[config.mk]
export PLATFORM = sky130hd
export DESIGN_NAME = ds2_alarm_watch
export DESIGN_NICKNAME = d
export VERILOG_FILES = /design/src/rtl/ds2aw_pkg.sv /design/src/rtl/ds2aw_rst_sync.sv /design/src/rtl/ds2aw_window_timer.sv /design/src/rtl/ds2aw_zero_tally.sv /design/src/rtl/ds2aw_verdict.sv /design/src/rtl/ds2_alarm_watch.sv
export SDC_FILE = /design/constraint.sdc
export NUM_CORES = 1
export LEC_CHECK = 0
export BUFFER_PORTS_ARGS = -buffer_cell sky130_fd_sc_hd__clkbuf_2
export CORE_ASPECT_RATIO = 1.4
export CORE_UTILIZATION = 30
export CTS_CLUSTER_DIAMETER = 60
export CTS_CLUSTER_SIZE = 20
export DETAILED_ROUTE_END_ITERATION = 8
export GPL_TIMING_DRIVEN = 0
export PLACE_DENSITY = 0.42
export RECOVER_POWER = 50
export SYNTH_ARGS = -nofsm -noshare
export SYNTH_HDL_FRONTEND = slang
export SYNTH_SLANG_ARGS = --single-unit
[constraint.sdc]
create_clock -name clk -period 1.6 [get_ports clk]
set_input_delay 0.4 -clock clk [delete_from_list [all_inputs] [get_ports clk]]
set_output_delay 0.4 -clock clk [all_outputs]
set_load 0.03 [all_outputs]
[src/rtl/ds2aw_pkg.sv]
package ds2aw_pkg;

  // Alarm status held by the verdict stage
  typedef enum logic {
    AW_QUIET = 1'b0,
    AW_ALARM = 1'b1
  } aw_state_t;

endpackage

[src/rtl/ds2aw_rst_sync.sv]
module ds2aw_rst_sync (
  input  logic clk,
  input  logic rst_n,
  output logic rst_sync_n
);

  logic meta_q;
  logic hold_q;

  always_ff @(posedge clk or negedge rst_n) begin
    if (!rst_n) begin
      meta_q <= 1'b0;
      hold_q <= 1'b0;
    end else begin
      meta_q <= 1'b1;
      hold_q <= meta_q;
    end
  end

  assign rst_sync_n = hold_q;

endmodule

[src/rtl/ds2aw_window_timer.sv]
module ds2aw_window_timer #(
  parameter int WIN_LEN = 840
) (
  input  logic clk,
  input  logic rst_n,
  input  logic idle,
  input  logic bit_en,
  output logic win_last
);

  localparam int POS_W = $clog2(WIN_LEN);
  localparam logic [POS_W-1:0] LAST_POS = POS_W'(WIN_LEN - 1);

  logic [POS_W-1:0] pos_q;
  logic [POS_W-1:0] pos_d;

  always_comb begin
    win_last = bit_en && !idle && (pos_q == LAST_POS);
    pos_d    = pos_q;
    if (idle) begin
      pos_d = '0;
    end else if (bit_en) begin
      if (win_last) pos_d = '0;
      else          pos_d = pos_q + POS_W'(1);
    end
  end

  always_ff @(posedge clk or negedge rst_n) begin
    if (!rst_n) pos_q <= '0;
    else        pos_q <= pos_d;
  end

  // the bit position never leaves the window
  assert_pos_in_window_R2: assert property (@(posedge clk) disable iff (!rst_n)
    pos_q <= LAST_POS);

  // a disabled cycle leaves the position untouched
  assert_pos_hold_R2: assert property (@(posedge clk) disable iff (!rst_n)
    (!bit_en && !idle) |=> $stable(pos_q));

  // idle restarts the window
  assert_idle_restart_R7: assert property (@(posedge clk) disable iff (!rst_n)
    idle |=> (pos_q == '0));

endmodule

[src/rtl/ds2aw_zero_tally.sv]
module ds2aw_zero_tally #(
  parameter int ZERO_LIMIT = 5
) (
  input  logic clk,
  input  logic rst_n,
  input  logic idle,
  input  logic bit_en,
  input  logic bit_in,
  input  logic win_last,
  output logic few_zeros
);

  localparam int TW = $clog2(ZERO_LIMIT + 1);
  localparam logic [TW-1:0] SAT = TW'(ZERO_LIMIT);

  logic [TW-1:0] cnt_q;
  logic [TW-1:0] cnt_d;
  logic [TW-1:0] cnt_with;
  logic          zero_seen;

  always_comb begin
    zero_seen = bit_en && !bit_in;
    cnt_with  = cnt_q;
    if (zero_seen && (cnt_q != SAT)) cnt_with = cnt_q + TW'(1);
    few_zeros = (cnt_with < SAT);
    if (idle || win_last) cnt_d = '0;
    else                  cnt_d = cnt_with;
  end

  always_ff @(posedge clk or negedge rst_n) begin
    if (!rst_n) cnt_q <= '0;
    else        cnt_q <= cnt_d;
  end

  // the tally saturates at the threshold
  assert_tally_saturates_R8: assert property (@(posedge clk) disable iff (!rst_n)
    cnt_q <= SAT);

  // a disabled cycle adds no zero
  assert_disabled_no_count_R2: assert property (@(posedge clk) disable iff (!rst_n)
    (!bit_en && !idle) |=> $stable(cnt_q));

  // idle clears the tally
  assert_idle_clears_tally_R7: assert property (@(posedge clk) disable iff (!rst_n)
    idle |=> (cnt_q == '0));

endmodule

[src/rtl/ds2aw_verdict.sv]
module ds2aw_verdict
  import ds2aw_pkg::*;
#(
  parameter int RUN_NEED = 2
) (
  input  logic clk,
  input  logic rst_n,
  input  logic idle,
  input  logic win_last,
  input  logic few_zeros,
  output logic alarm
);

  localparam int RUN_W = $clog2(RUN_NEED + 1);
  localparam logic [RUN_W-1:0] RUN_TOP = RUN_W'(RUN_NEED - 1);

  aw_state_t       state_q, state_d;
  logic [RUN_W-1:0] run_q, run_d;
  logic             agree;

  always_comb begin
    agree   = (state_q == AW_QUIET) ? few_zeros : !few_zeros;
    state_d = state_q;
    run_d   = run_q;
    if (idle) begin
      state_d = AW_QUIET;
      run_d   = '0;
    end else if (win_last) begin
      if (!agree) begin
        run_d = '0;
      end else if (run_q == RUN_TOP) begin
        state_d = (state_q == AW_QUIET) ? AW_ALARM : AW_QUIET;
        run_d   = '0;
      end else begin
        run_d = run_q + RUN_W'(1);
      end
    end
  end

  always_ff @(posedge clk or negedge rst_n) begin
    if (!rst_n) begin
      state_q <= AW_QUIET;
      run_q   <= '0;
    end else begin
      state_q <= state_d;
      run_q   <= run_d;
    end
  end

  assign alarm = (state_q == AW_ALARM);

  // the run count stays below the required length
  assert_run_bounded_R4: assert property (@(posedge clk) disable iff (!rst_n)
    run_q <= RUN_TOP);

  // the alarm rises only at the end of a window with few zeros
  assert_rise_on_quiet_window_R3: assert property (@(posedge clk) disable iff (!rst_n)
    $rose(alarm) |-> $past(win_last && few_zeros && !idle));

  // the alarm falls only at a window with many zeros, or through idle
  assert_fall_on_busy_window_R5: assert property (@(posedge clk) disable iff (!rst_n)
    $fell(alarm) |-> $past(idle || (win_last && !few_zeros)));

  // no status change away from a boundary
  assert_change_at_boundary_R6: assert property (@(posedge clk) disable iff (!rst_n)
    (alarm != $past(alarm)) |-> $past(win_last || idle));

  // idle forces the status low
  assert_idle_low_R7: assert property (@(posedge clk) disable iff (!rst_n)
    idle |=> !alarm);

endmodule

[src/rtl/ds2_alarm_watch.sv]
module ds2_alarm_watch #(
  parameter int WIN_LEN    = 840,
  parameter int ZERO_LIMIT = 5,
  parameter int RUN_NEED   = 2
) (
  input  logic clk,
  input  logic rst_n,
  input  logic bit_en,
  input  logic bit_in,
  input  logic idle_mode,
  output logic ais_flag
);

  logic rst_sync_n;
  logic win_last;
  logic few_zeros;

  ds2aw_rst_sync i_rst_sync (
    .clk       (clk),
    .rst_n     (rst_n),
    .rst_sync_n(rst_sync_n)
  );

  ds2aw_window_timer #(.WIN_LEN(WIN_LEN)) i_window_timer (
    .clk     (clk),
    .rst_n   (rst_sync_n),
    .idle    (idle_mode),
    .bit_en  (bit_en),
    .win_last(win_last)
  );

  ds2aw_zero_tally #(.ZERO_LIMIT(ZERO_LIMIT)) i_zero_tally (
    .clk      (clk),
    .rst_n    (rst_sync_n),
    .idle     (idle_mode),
    .bit_en   (bit_en),
    .bit_in   (bit_in),
    .win_last (win_last),
    .few_zeros(few_zeros)
  );

  ds2aw_verdict #(.RUN_NEED(RUN_NEED)) i_verdict (
    .clk      (clk),
    .rst_n    (rst_sync_n),
    .idle     (idle_mode),
    .win_last (win_last),
    .few_zeros(few_zeros),
    .alarm    (ais_flag)
  );

  // the status is low while reset is applied
  assert_reset_low_R1: assert property (@(posedge clk)
    !rst_sync_n |-> !ais_flag);

endmodule

# Word level (Yosys, flattened, before mapping)
# Cells that the tools add are included.
op_classes:
  add_sub_neg: 3
  magnitude_cmp: 1
  eq_ne: 3
  muxes: 15
  reduce_logical: 13
op_table:
  columns: ["op", "n"]
  rows:
  - ["$mux 10", 3]
  - ["$add 10x1->10 const B", 1]
  - ["$eq 10x10->1 const B", 1]
  - ["$mux 2", 4]
  - ["$reduce_bool 2->1", 4]
  - ["$mux 1", 6]
  - ["$mux 3", 2]
  - ["$logic_and 1x1->1", 4]
  - ["$add 3x1->3 const B", 1]
  - ["$logic_not 1->1", 3]
  - ["$lt 3x3->1 const B", 1]
  - ["$ne 3x3->1 const B", 1]
  - ["$reduce_and 3->1", 1]
  - ["$add 2x1->2 const B", 1]
  - ["$eq 2x1->1 const B", 1]
  - ["$logic_or 1x1->1", 1]
totals:
  ff_bits: 18
  inputBits: 5
  output_inout_bits: 1
  word_cells: 41

# Longest topological paths before layout
# Gate-level depths: netlist of the first run.
logic_depth:
  ltp_word: 10
  mapped_depth: 6
  mapped_depth_nobuf: 6

# By module
# From an unflattened synthesis of the first run, not the netlist that was laid out.
unflattened:
  hier_cells: 102
  hier_area_um2: 1046.0
by_module_without_submodules:
  columns: ["mod", "n_inst", "cells_each", "area_per_inst_um2", "seq_area_each_um2"]
  rows:
  - ["ds2aw_window_timer", 1, 62, 589.3, 250.2]
  - ["ds2aw_zero_tally", 1, 23, 245.2, 75.1]
  - ["ds2aw_verdict", 1, 14, 157.7, 75.1]
  - ["ds2aw_rst_sync", 1, 3, 53.8, 50.0]

# Worst setup path after synthesis of the first run
# No wires, ideal clock.
synth_timing:
  path_kind: "reg-to-reg"
  from: "reg i_window_timer.pos_q[3]"
  to: "reg i_verdict.state_q, in the netlist i_verdict.alarm"
  setup_time_ns: 0.126
  arrival_time_ns: 1.812
  required_ns: 1.474
  setup_slack_ns: -0.337
  stages_incl_launch_ff: 5
  path_buffers: 1
  synth_period_minus_slack_ns: 1.937
  path_cell_list: "dfrtp_1 -> or4_1 -> or4_1 -> buf_2 -> o311a_1"
synth_between:
  elab_chain_len: 4
synth_lines:
  columns: ["element", "line", "rtl"]
  rows:
  - ["start: declaration", "ds2aw_window_timer.sv:14", "logic [POS_W-1:0] pos_q;"]
  - ["start signal: assignment", "ds2aw_window_timer.sv:30", "else pos_q <= pos_d;"]
  - ["$eq 10x10->1", "ds2aw_window_timer.sv:18", "win_last = bit_en && !idle && (pos_q == LAST_POS);"]
  - ["$logic_and 1x1->1", "ds2aw_window_timer.sv:18", null]
  - ["$reduce_bool 2->1 (no source line)", null, null]
  - ["$reduce_and 3->1 (no source line)", null, null]
  - ["end signal: assignment", "ds2aw_verdict.sv:45", "state_q <= state_d;"]
  - ["end: declaration", "ds2aw_verdict.sv:17", "aw_state_t state_q, state_d;"]
# No other way between the ends.
# A chain may end at the register's enable or synchronous reset.

# Final worst setup path of the first run
# Ends and elaborated chain as after synthesis.

==> results.cfg, run 1 <==
[run_status]
status = complete, but fails checks
violations = setup timing

[clock_network]
clockBufferDepth = 2
cts_root_buf = clkbuf_8
cts_buffers = 3
tritoncts = done
clk_pin_slew_ns = 0.07
clock_latency_ns = 0.26
cts_sinks = 18
cts-htree-levels = 1

[die]
die_w_um = 50.7
die_h_um = 70.2
core_area_um2 = 3150
dieArea_um2 = 3560
top_level_ports = 6
rows = 24
start_util = 0.316

[layout]
fillers = 335
layout_common_cells = 16 x dfrtp_1, 10 x nor2_1, 8 x nand2_1
design_area_um2 = 1190
final_nets = 125
drive_gt1_frac = 0.207
num_antenna_cells = 0
fin_cells = 155
syn_to_final_growth_pct = 19.8
final_common_cell = dfrtp_1

[yosys]
yosysSeqAreaShare = 0.452
synth_area_per_cell_um2 = 9.58
synth.net_count = 112
netlist_instances = 104
synth.distinct_cells = 36
yosysWarningCount = 0
synth-seq-cells = 18
async_reset_ff_frac = 1.00
synth_ff_type = dfrtp_1
syn_area_um2 = 996
synth_edf_count = 0

[worst_setup_path]
critPathSlowestCell = or4_4
worst_setup_path_start_kind = flop
end_kind = flop
critPathLaunch = i_window_timer.pos_q[3]$_DFFE_PN0P_
cpPeakStageDelay_ns = 0.51
cp_max_fo = 6
r2r_cells = 3
path_cells = or4_4 > or4_4 > o311a_1
timing.rr.start = i_window_timer.pos_q[3]$_DFFE_PN0P_
worstPathRequired_ns = 1.73
crit_type = reg -> reg
crit_top_cell = or4_4
critPathArrivalTime_ns = 2.00

[sta]
setup_slack_ns = -0.269
max_slew_margin = 0.559
slew_violations = 0
fin_worst_skew_ns = 0.00937
setup_violations = 14
worst_pin_slew_ns = 0.661
rsz0062_at_grt = true
finalCritPeriodShare = 1.17
fin_crit_ns = 1.87
finalHoldViolCount = 0
setup_tns_ns = -1.06
max_freq_ghz = 0.535

[drt]
drt_iter0_drc = 30
antenna_left = 0
drc = 0
wl_per_cell_um = 13.2
wl_um = 2040
via_per_inst = 5.27
vias = 817
drtPass1Iterations = 4

[power]
peakVddDrop_mv = 0.443
leakagePower_uw = 0.000515
power_density_nw_per_um2 = 770

[global_route]
grt.total_usage = 0.136
grt_max_degree = 17
grt_overflow = 0
grt_pass1_wl_um = 3610
grt_pass1_vias = 825
antenna_found_initial = 0

[placed_design]
dp.cells = 146
dpl.hpwl_um = 1470
place_ws_ns = -0.471
placed_cell_area_um2 = 1060
portBuffers = 3
gp_congestion = 0.731

[hold_path]
min_path_type = reg -> async

[job]
maxCapViolations = 0
[worst max-delay path: cells and delay by family (launching register included)]
kind	cells	cell delay (ns)
compound gates	1	0.36
flops	1	0.40
simple gates	2	0.98
[flip-flops by register name, summed over array words and instances, names as in the netlist]
| register | flops |
|---|---|
| i_window_timer.pos_q | 10 |
| i_zero_tally.cnt_q | 3 |
| i_verdict.run_q | 2 |
| i_rst_sync.meta_q | 1 |
| i_rst_sync.rst_sync_n | 1 |
| i_verdict.alarm | 1 |
[Yosys cell counts, drive strengths merged (3+ instances only)]
library cell,n,area (um^2)
nor2b,3,18.8
dfrtp,18,450
nand4,3,18.8
nand3,8,40.0
nand2b,3,18.8
o21ai,5,25.0
nand2,8,30.0
inv,3,11.3
ha,3,37.5
nor2,10,37.5
xor2,5,43.8
o31ai,4,30.0
xnor2,3,26.3
[power by group]
part	internal [uW]	switching [uW]
registers	465	16.8
logic	25.5	40.6
clock network	219	153
total	709	210
[metrics by stage]
| step | power, uW | utilization | hold slack, ns |
|---|---|---|---|
| global placement | 552 | 0.337 | 0.185 |
| CTS | 931 | 0.381 | 0.304 |
| detailed placement | 551 | 0.337 | 0.186 |
| global route | 969 | 0.379 | 0.348 |
| floorplan | 530 | - | 0.104 |
| finish | 920 | 0.379 | 0.266 |
[cell families (layout without fill, tap and decap cells)]
kind of cell             Yosys count  in the layout  synth area share
buffers and inverters              7             19            0.0314
XOR/XNOR                           8              8            0.0704
multiplexers                       2              2            0.0214
AND/OR/NAND/NOR                   48             48             0.256
AO/OA/AOI/OAI                     17             17             0.127
flip-flops                        18             18             0.452
adder cells (fa/ha/maj)            3              3            0.0377
other                              1              1           0.00377
[per-layer routing]
metal,share of wire,global-route usage,wire length [um],up-vias
li1,-,-,-,395
met1,0.44,0.160,900,409
met2,0.51,0.231,1050,9
met3,0.024,0.0196,48,4
met4,0.022,0.0741,44,0
met5,0,0,0,-
[layout make-up]
| type | instances | area, um^2 | area share |
|---|---|---|---|
| Buffer | 3 | 18.8 | 0.0157 |
| Clock buffer | 4 | 55.1 | 0.0461 |
| Inverter | 3 | 11.3 | 0.00943 |
| Multi-Input combinational cell | 79 | 546 | 0.457 |
| Sequential cell | 18 | 453 | 0.379 |
| Tap cell | 39 | 48.8 | 0.0409 |
| Timing Repair Buffer | 9 | 61.3 | 0.0514 |
[final timing paths]
check	slack (ns)	endpoint
max in group asynchronous	0.86	i_window_timer.pos_q[3]$_DFFE_PN0P_
min	0.27	i_window_timer.pos_q[6]$_DFFE_PN0P_
min reg2reg	0.27	i_window_timer.pos_q[6]$_DFFE_PN0P_
min in group clk	0.35	i_rst_sync.rst_sync_n$_DFF_PN0_
max reg2reg	-0.27	i_verdict.alarm$_DFFE_PN0P_
max	-0.27	i_verdict.alarm$_DFFE_PN0P_
[timing repair]
action | CTS | global route
hold endpoints to repair | 2 | 0
setup buffers | 5 | 0
pin swaps | 6 | 1
resized for setup | 9 | 2
hold buffers | 1 | 0
setup endpoints to repair | 14 | 14
No activity file was read; power rests on OpenSTA's default activity.
==> run 2, diff against run 1 <==
SETUP_SLACK_MARGIN = 0.2   (was default)
==> run 2 against run 1 <==
Effect of this change:
- critical endpoint unchanged
- the run still ends with setup timing left
- clock power rose by 2%
- setup slack got worse by 0.087 ns
- power is 1.8% higher
- core utilization rose by 2.5 points
- clock skew decreased by 0.0046 ns
==> results.cfg, run 2 (synthesis results as in run 1) <==
[run_status]
status = complete, but fails checks
violations = setup timing

[layout]
drive_gt1_frac = 0.244
final_common_cell = dfrtp_1
top_register = i_window_timer.pos_q
utilization = 0.404
fin_cells = 162
fillers = 331
num_antenna_cells = 0
layout_common_cells = 17 x dfrtp_1, 10 x buf_4, 10 x nor2_1
top_regs = i_window_timer.pos_q x10, i_zero_tally.cnt_q x3, i_verdict.run_q x2
largest_reg_flops = 10
syn_to_final_growth_pct = 27.9
final_nets = 132

[clock_network]
cts_buffers = 3
tritoncts = done
cts_root_buf = clkbuf_8
clockBufferDepth = 2
cts_sinks = 18
cts-htree-levels = 1
clk_pin_slew_ns = 0.07
clock_latency_ns = 0.26

[die]
dieArea_um2 = 3560
die_h_um = 70.2
start_util = 0.316
rows = 24
top_level_ports = 6
core_area_um2 = 3150
die_w_um = 50.7

[drt]
top_layer_used = met4
vias = 840
wl_per_cell_um = 14.2
routed-wl-met2_um = 1240
wl_um = 2300
antenna_left = 0
met1_length_um = 966
drtPass1Iterations = 5
drt_iter0_drc = 19
dr_wl_met3_um = 52
drc = 0
via_per_inst = 5.19

[worst_setup_path]
cpPeakStageDelay_ns = 0.52
end_kind = flop
crit_type = reg -> reg
worst_setup_path_start_kind = flop
critPathSlowestCell = or4_4
crit_top_cell = or4_4
crit_buf_inv = 1
critPathArrivalTime_ns = 2.09
path_cells = or4_4 > or4_4 > buf_6 > o311a_1
cp_max_fo = 6
worstPathRequired_ns = 1.74
path_delay_family = simple AND/OR/NAND/NOR gates

[global_route]
grt.total_usage = 0.142
grt_overflow = 0
grt_max_degree = 17
grt_pass1_vias = 836
antenna_found_initial = 0
grt_pass1_wl_um = 3730

[sta]
max_freq_ghz = 0.511
finalCritPeriodShare = 1.22
whs_ns = 0.285
finalHoldViolCount = 0
setup_slack_ns = -0.356
worst_pin_slew_ns = 0.690
fin_crit_ns = 1.96
rsz0062_at_grt = true
setup_violations = 15
max_slew_margin = 0.540
slew_violations = 0
setup_tns_ns = -3.27
fin_worst_skew_ns = 0.00472

[placed_design]
dpl.hpwl_um = 1430
portBuffers = 3
dp.cells = 146
gp_congestion = 0.712

[power]
peakVddDrop_mv = 0.404
fin_total_pwr_uw = 937
seqPwrFrac = 0.515
swShare = 0.236
p_comb_frac = 0.082
netSwitchingPower_uw = 221
p_int_uw = 715
clkPwrFrac = 0.404
power_density_nw_per_um2 = 735
leakagePower_uw = 0.000559

[hold_path]
min_path_type = reg -> async

[job]
maxCapViolations = 0
## run 2: timing repair
| item | CTS | global route |
|---|---|---|
| gates resized for setup | 12 | 3 |
| cloned | 1 | 0 |
| pin swaps | 5 | 2 |
| buffers inserted | 5 | 5 |
| setup endpoints to repair | 15 | 15 |
| hold buffers | 1 | 0 |
| hold endpoints to repair | 2 | 0 |
## run 2: worst reg2reg max path, cell delays in order (launching register included)
cell and delay (ns):
dfrtp_2 0.41, or4_4 0.52, or4_4 0.43, buf_6 0.14, o311a_1 0.34
## run 2: layer usage
metal / vias to the layer above / track usage
met4: 0 / 0.0556
li1: 407 / -
met3: 4 / 0.0196
met5: - / 0
met1: 414 / 0.160
met2: 15 / 0.261
## run 2: final timing paths
check / from / end / slack (ns) / depth (start not counted)
min in group clk: i_rst_sync.meta_q$_DFF_PN0_ / i_rst_sync.rst_sync_n$_DFF_PN0_ / 0.36 / 0
hold reg to reg: i_rst_sync.rst_sync_n$_DFF_PN0_ / i_window_timer.pos_q[7]$_DFFE_PN0P_ / 0.29 / 0
setup reg to reg: i_window_timer.pos_q[3]$_DFFE_PN0P_ / i_verdict.alarm$_DFFE_PN0P_ / -0.36 / 4
setup / recovery: i_window_timer.pos_q[3]$_DFFE_PN0P_ / i_verdict.alarm$_DFFE_PN0P_ / -0.36 / 4
hold / removal: i_rst_sync.rst_sync_n$_DFF_PN0_ / i_window_timer.pos_q[7]$_DFFE_PN0P_ / 0.29 / 0
max in group asynchronous: i_rst_sync.rst_sync_n$_DFF_PN0_ / i_window_timer.pos_q[3]$_DFFE_PN0P_ / 0.83 / 0
## run 2: area by class of cell
cell class              count  area [um^2]  area share
clock buffers               4         55.1      0.0432
inverters                   3         11.3     0.00884
multi-input cells          79          554       0.435
plain buffers               4         36.3      0.0285
flip-flops and latches     18          452       0.355
repair buffers             15          116      0.0914
well taps                  39         48.8      0.0383
## run 2: per-stage QoR
stage | setup WS (ns) | area (um^2)
3_5_place_dp | -0.464 | 1060
2_1_floorplan | -0.337 | 1000
3_3_place_gp | -0.478 | 1060
6_report | -0.356 | 1270
4_1_cts | -0.351 | 1220
5_1_grt | -0.382 | 1270
## run 2: power groups by stage
stage,clock [uW],sequential (uW),combinational [uW]
finish,378,482,76.5
CTS,386,483,73.1
global route,401,485,84.5
global placement,0,491,60.3
floorplan,0,486,44.2
detailed placement,0,491,60.2
